<file path="src/rtl/wake_resume_ctrl.sv">
module wake_resume_ctrl #(
  parameter int          SETTLE_CYCLES = 4000,
  parameter logic [15:0] CNT_RESET     = 16'd1311
) (
  input  logic        clk,
  input  logic        rst_n,
  input  logic        tick,
  input  logic        wake_pin_in,
  output logic        wake_pin_oe,
  output logic        wake_pin_out,
  input  logic        susp_req,
  input  logic        reg_we,
  input  logic [1:0]  reg_addr,
  input  logic [31:0] reg_wdata,
  output logic [31:0] reg_rdata,
  output logic        clk_ready_irq,
  output logic [1:0]  state_o
);
  localparam int SW = $clog2(SETTLE_CYCLES + 1);
  localparam logic [1:0] S_SUSP = 2'd0, S_SETTLE = 2'd1, S_RESUME = 2'd2, S_RUN = 2'd3;

  logic [1:0]    st;
  logic [2:0]    wsync;
  logic [SW-1:0] settle_cnt;
  logic [15:0]   pd_cnt, timer;
  logic          run, irq;

  wire wake_seen   = ~wsync[1] & ~wsync[2];
  wire settle_done = settle_cnt == SW'(SETTLE_CYCLES - 1);
  wire wr_cmd      = reg_we && reg_addr == 2'd0;
  wire wr_pd       = reg_we && reg_addr == 2'd1;
  wire irq_clr     = reg_we && reg_addr == 2'd2 && reg_wdata[0];

  assign wake_pin_oe   = st != S_SUSP;
  assign wake_pin_out  = 1'b0;
  assign clk_ready_irq = irq;
  assign state_o       = st;

  always_comb begin
    case (reg_addr)
      2'd0:    reg_rdata = {31'd0, run};
      2'd1:    reg_rdata = {pd_cnt, 16'd0};
      2'd2:    reg_rdata = {31'd0, irq};
      default: reg_rdata = 32'd0;
    endcase
  end

  always_ff @(posedge clk or negedge rst_n)
    if (!rst_n) wsync <= 3'b111;
    else        wsync <= {wsync[1:0], wake_pin_in};

  always_ff @(posedge clk or negedge rst_n)
    if (!rst_n) begin
      run    <= 1'b0;
      pd_cnt <= CNT_RESET;
    end else begin
      if (wr_cmd) run    <= reg_wdata[0];
      if (wr_pd)  pd_cnt <= reg_wdata[31:16];
    end

  always_ff @(posedge clk or negedge rst_n)
    if (!rst_n)                          irq <= 1'b0;
    else if (st == S_SETTLE && settle_done) irq <= 1'b1;
    else if (irq_clr)                    irq <= 1'b0;

  always_ff @(posedge clk or negedge rst_n)
    if (!rst_n)              settle_cnt <= '0;
    else if (st == S_SETTLE) settle_cnt <= settle_cnt + 1'b1;
    else                     settle_cnt <= '0;

  always_ff @(posedge clk or negedge rst_n) begin
    if (!rst_n) begin
      st    <= S_SUSP;
      timer <= '0;
    end else begin
      case (st)
        S_SUSP:   if (wake_seen) st <= S_SETTLE;
        S_SETTLE: if (settle_done) begin
                    st    <= S_RESUME;
                    timer <= pd_cnt;
                  end
        S_RESUME: if (run)              st    <= S_RUN;
                  else if (timer == 0)  st    <= S_SUSP;
                  else if (tick)        timer <= timer - 1'b1;
        S_RUN:    if (susp_req && !run) st    <= S_SUSP;
        default:  st <= S_SUSP;
      endcase
    end
  end

  p_stay_asleep_r2: assert property (@(posedge clk) disable iff (!rst_n)
    (st == S_SUSP && wsync[1]) |=> st == S_SUSP);
  p_settle_exit_r5: assert property (@(posedge clk) disable iff (!rst_n)
    (st == S_SETTLE && settle_done) |=> (irq && st == S_RESUME));
  p_irq_sticky_r6: assert property (@(posedge clk) disable iff (!rst_n)
    (irq && !irq_clr) |=> irq);
  p_commit_r7: assert property (@(posedge clk) disable iff (!rst_n)
    (st == S_RESUME && run) |=> st == S_RUN);
  p_expire_r8: assert property (@(posedge clk) disable iff (!rst_n)
    (st == S_RESUME && !run && timer == 0) |=> st == S_SUSP);
  p_hold_run_r10: assert property (@(posedge clk) disable iff (!rst_n)
    (st == S_RUN && run) |=> st == S_RUN);
endmodule

</file>
<file path="config.mk">
export PLATFORM = sky130hd
export DESIGN_NAME = wake_resume_ctrl
export DESIGN_NICKNAME = d
export VERILOG_FILES = /design/src/rtl/wake_resume_ctrl.sv
export SDC_FILE = /design/constraint.sdc
export NUM_CORES = 1
export LEC_CHECK = 0
export ABC_AREA = 1
export BUFFER_PORTS_ARGS = -buffer_cell sky130_fd_sc_hd__buf_2
export CELL_PAD_IN_SITES_DETAIL_PLACEMENT = 1
export CELL_PAD_IN_SITES_GLOBAL_PLACEMENT = 2
export CORE_MARGIN = 3
export CORE_UTILIZATION = 27
export CTS_BUF_LIST = sky130_fd_sc_hd__clkbuf_8
export DETAILED_ROUTE_END_ITERATION = 8
export PLACE_DENSITY = 0.74
export SETUP_SLACK_MARGIN = 0.5
export SYNTH_ARGS = -nofsm -noshare
export SYNTH_HDL_FRONTEND = slang
export SYNTH_SLANG_ARGS = --single-unit
</file>
<file path="constraint.sdc">
create_clock -name clk -period 1.5 [get_ports clk]
set_input_delay 0.45 -clock clk [delete_from_list [all_inputs] [get_ports clk]]
set_output_delay 0.45 -clock clk [all_outputs]
set_load 0.03 [all_outputs]
</file>
==> flow_summary.ini <==
[die]
die_x_um = 111
start_util = 0.283
rows = 37
pin_count = 77
die_area_mm2 = 0.0123
die_y_um = 111
core_mm2 = 0.0105

[hold_path]
min_path_type = primary input to asynchronous set/reset pin

[route]
avgViaCountPerCell = 4.62
first_pass_iters = 6
routedWlPerCell_um = 15.7
drc = 0
first_iter_violations = 119
ant_nets = 0
dr_total_vias = 3172
wl_mm = 10.8

[clocking]
clock_latency_ns = 0.32
cts_buffers = 5
cts.path.max_buffers = 2
clockRootBuffer = clkbuf_8
clk_pin_slew_worst_paths_ns = 0.11
tritoncts = yes
cts_max_level = 2
cts.sinks = 51

[setup_path]
slowest_delay_ns = 0.16
path_max_fanout = 8
critPathCaptureType = primary output
cp_data_arrival_time_ns = 1.15
cp.required_ns = 1.05
path_buf_inv = 4
crit_path_start_kind = primary input
path_class = primary input to primary output
crit_slowest_cell = buf_12
worstPathCellList = buf_8 > nor2_4 > buf_12 > inv_12 > nor2_4 > buf_6
cp_common_cell = nor2_4
crit_family = buffers and inverters

[synth]
synthTopCellsByArea = dfrtp_1 34%, nand2_1 12%, nor2_1 9.6%
syn_avg_cell_area_um2 = 7.25
ys_seq_area_frac = 0.433
synth_area_leader_cell = dfrtp_1
synth_top_area_share = 0.345
ys_ff_latch = 51
yosysWarnings = 0
synth_area_mm2 = 0.00298
syn-instance-count = 411
ys_types = 30

[timing]
period_needed_ns = 1.60
report.final.setup_viol = 23
fin_ws_ns = -0.0967
finalClockSkew_ns = 0.0153
slew_viol_final = 0
clock.fmax_mhz = 626
fin_crit_sh = 1.06
grt_setup_unrepaired = yes
finalHoldViolCount = 0

[power]
p_seq_frac = 0.480
p_sw_frac = 0.323
combPwrFrac = 0.236
leakage_nw = 2.50
power.share.clock = 0.284
p_sw_mw = 1.02
peakVddDrop_uv = 383
finalPower_mw = 3.16
cellPowerDensity_mw_per_mm2 = 596
internal_power_mw = 2.14

[outcome]
violations = setup timing
outcome = complete, but fails checks

[place]
gp_congestion = 0.808
place_inst = 632
dp_hpwl_mm = 6.31
io_buffers = 45

[global_route]
grt_pass1_wl_mm = 17.3
grt_start_max_net_pins = 52
grt.total_usage = 0.171
grt_antenna_before_repair = 0
grt.overflow.total = 0
first_global_vias = 3441

[final_layout]
final_cell_mix = 62 x nand2_1, 52 x buf_4, 47 x buf_6, 38 x dfrtp_1, 34 x nor2_1
num_antenna_cells = 0
fin_cells = 686
area_growth_pct = 78.3
drive_above_1_share = 0.578
nets = 591
utilization = 0.505
mostFrequentLayoutCell = nand2_1

[run]
drv_cap = 0
[power groups by stage]
stage                     clock (mW)  combinational (mW)  sequential [mW]
after floorplan                    0               0.395             1.53
after detailed placement           0               0.530             1.53
after CTS                      0.919               0.704             1.52
final                          0.898               0.747             1.52
after global placement             0               0.527             1.53
after global routing           0.999               0.807             1.53
[final timing paths]
path	startpoint	end	slack [ns]	cells past startpoint
worst max-delay path	reg_addr[1]	reg_rdata[26]	-0.1	6
worst min-delay path	rst_n	timer[1]$_DFFE_PN0P_	0.1	2
worst max register to register	state_o[1]$_DFFE_PN0P_	timer[6]$_DFFE_PN0P_	-0.02	10
worst min register to register	wsync[0]$_DFF_PN1_	wsync[1]$_DFF_PN1_	0.36	0
max in group asynchronous	rst_n	wsync[0]$_DFF_PN1_	1.07	2
min in group clk	wake_pin_in	wsync[0]$_DFF_PN1_	0.23	1
[layout make-up]
| class | count | area (um^2) |
|---|---|---|
| inverters | 47 | 223 |
| multi-input cells | 302 | 2070 |
| clock inverters | 2 | 16.3 |
| clock buffers | 6 | 82.6 |
| repair buffers | 141 | 1440 |
| flip-flops and latches | 51 | 1290 |
| repair inverters | 1 | 16.3 |
| well taps | 136 | 170 |
| fillers | 1222 | 5200 |
[flip-flops by register name, indices dropped and copies added, names as in the netlist]
name,count
state_o,2
run,1
wsync,3
clk_ready_irq,1
timer,16
settle_cnt,12
pd_cnt,16
[routing by layer]
layer	vias up	wire [um]	GRT usage
met3	6	290	0.0218
met5	-	0	0
met4	0	76	0.0292
li1	1546	-	-
met1	1565	4450	0.209
met2	55	5960	0.325
[Yosys cell counts (all sizes together)]
cell,number
nand2,99
nor2,80
inv,47
dfrtp,41
o21ai,37
a21oi,29
buf,24
nand3,23
dfstp,10
nor3,5
clkbuf,3
nand3b,3
ha,2
a22oi,1
a31oi,1
and2,1
conb,1
nand4,1
nor4,1
o21bai,1
xor2,1
[kinds of logic (layout without fill, tap and decap cells)]
kind of cell               after synthesis  in the layout  share of synthesized area
and+or+nand+nor                        213            214                      0.306
DFF                                     51             51                      0.433
adders and majority gates                2              2                    0.00840
buffers and inverters                   74            197                      0.126
AOI/OAI and AO/OA                       69             69                      0.123
other                                    1             16                    0.00126
xor gates and xnor gates                 1              1                    0.00294
[metrics by stage]
step,area [um^2],setup TNS (ns),hold WS (ns),setup WS (ns)
floorplan,3330,0,0.154,0.00370
global placement,3900,-6.48,0.347,-0.230
detailed placement,3900,-7.13,0.350,-0.251
CTS,5010,-1.38,0.120,-0.108
global route,5310,-3.45,0.103,-0.136
finish,5310,-1.38,0.0957,-0.0967
[what timing repair did]
action / in CTS / in global routing
resized for setup: 188 / 54
buffers inserted: 29 / 10
pin swaps: 50 / 25
setup endpoints to repair: 53 / 68
hold buffers: 0 / 0
cloned: 6 / 1
Power figures use the tool's default switching activity.
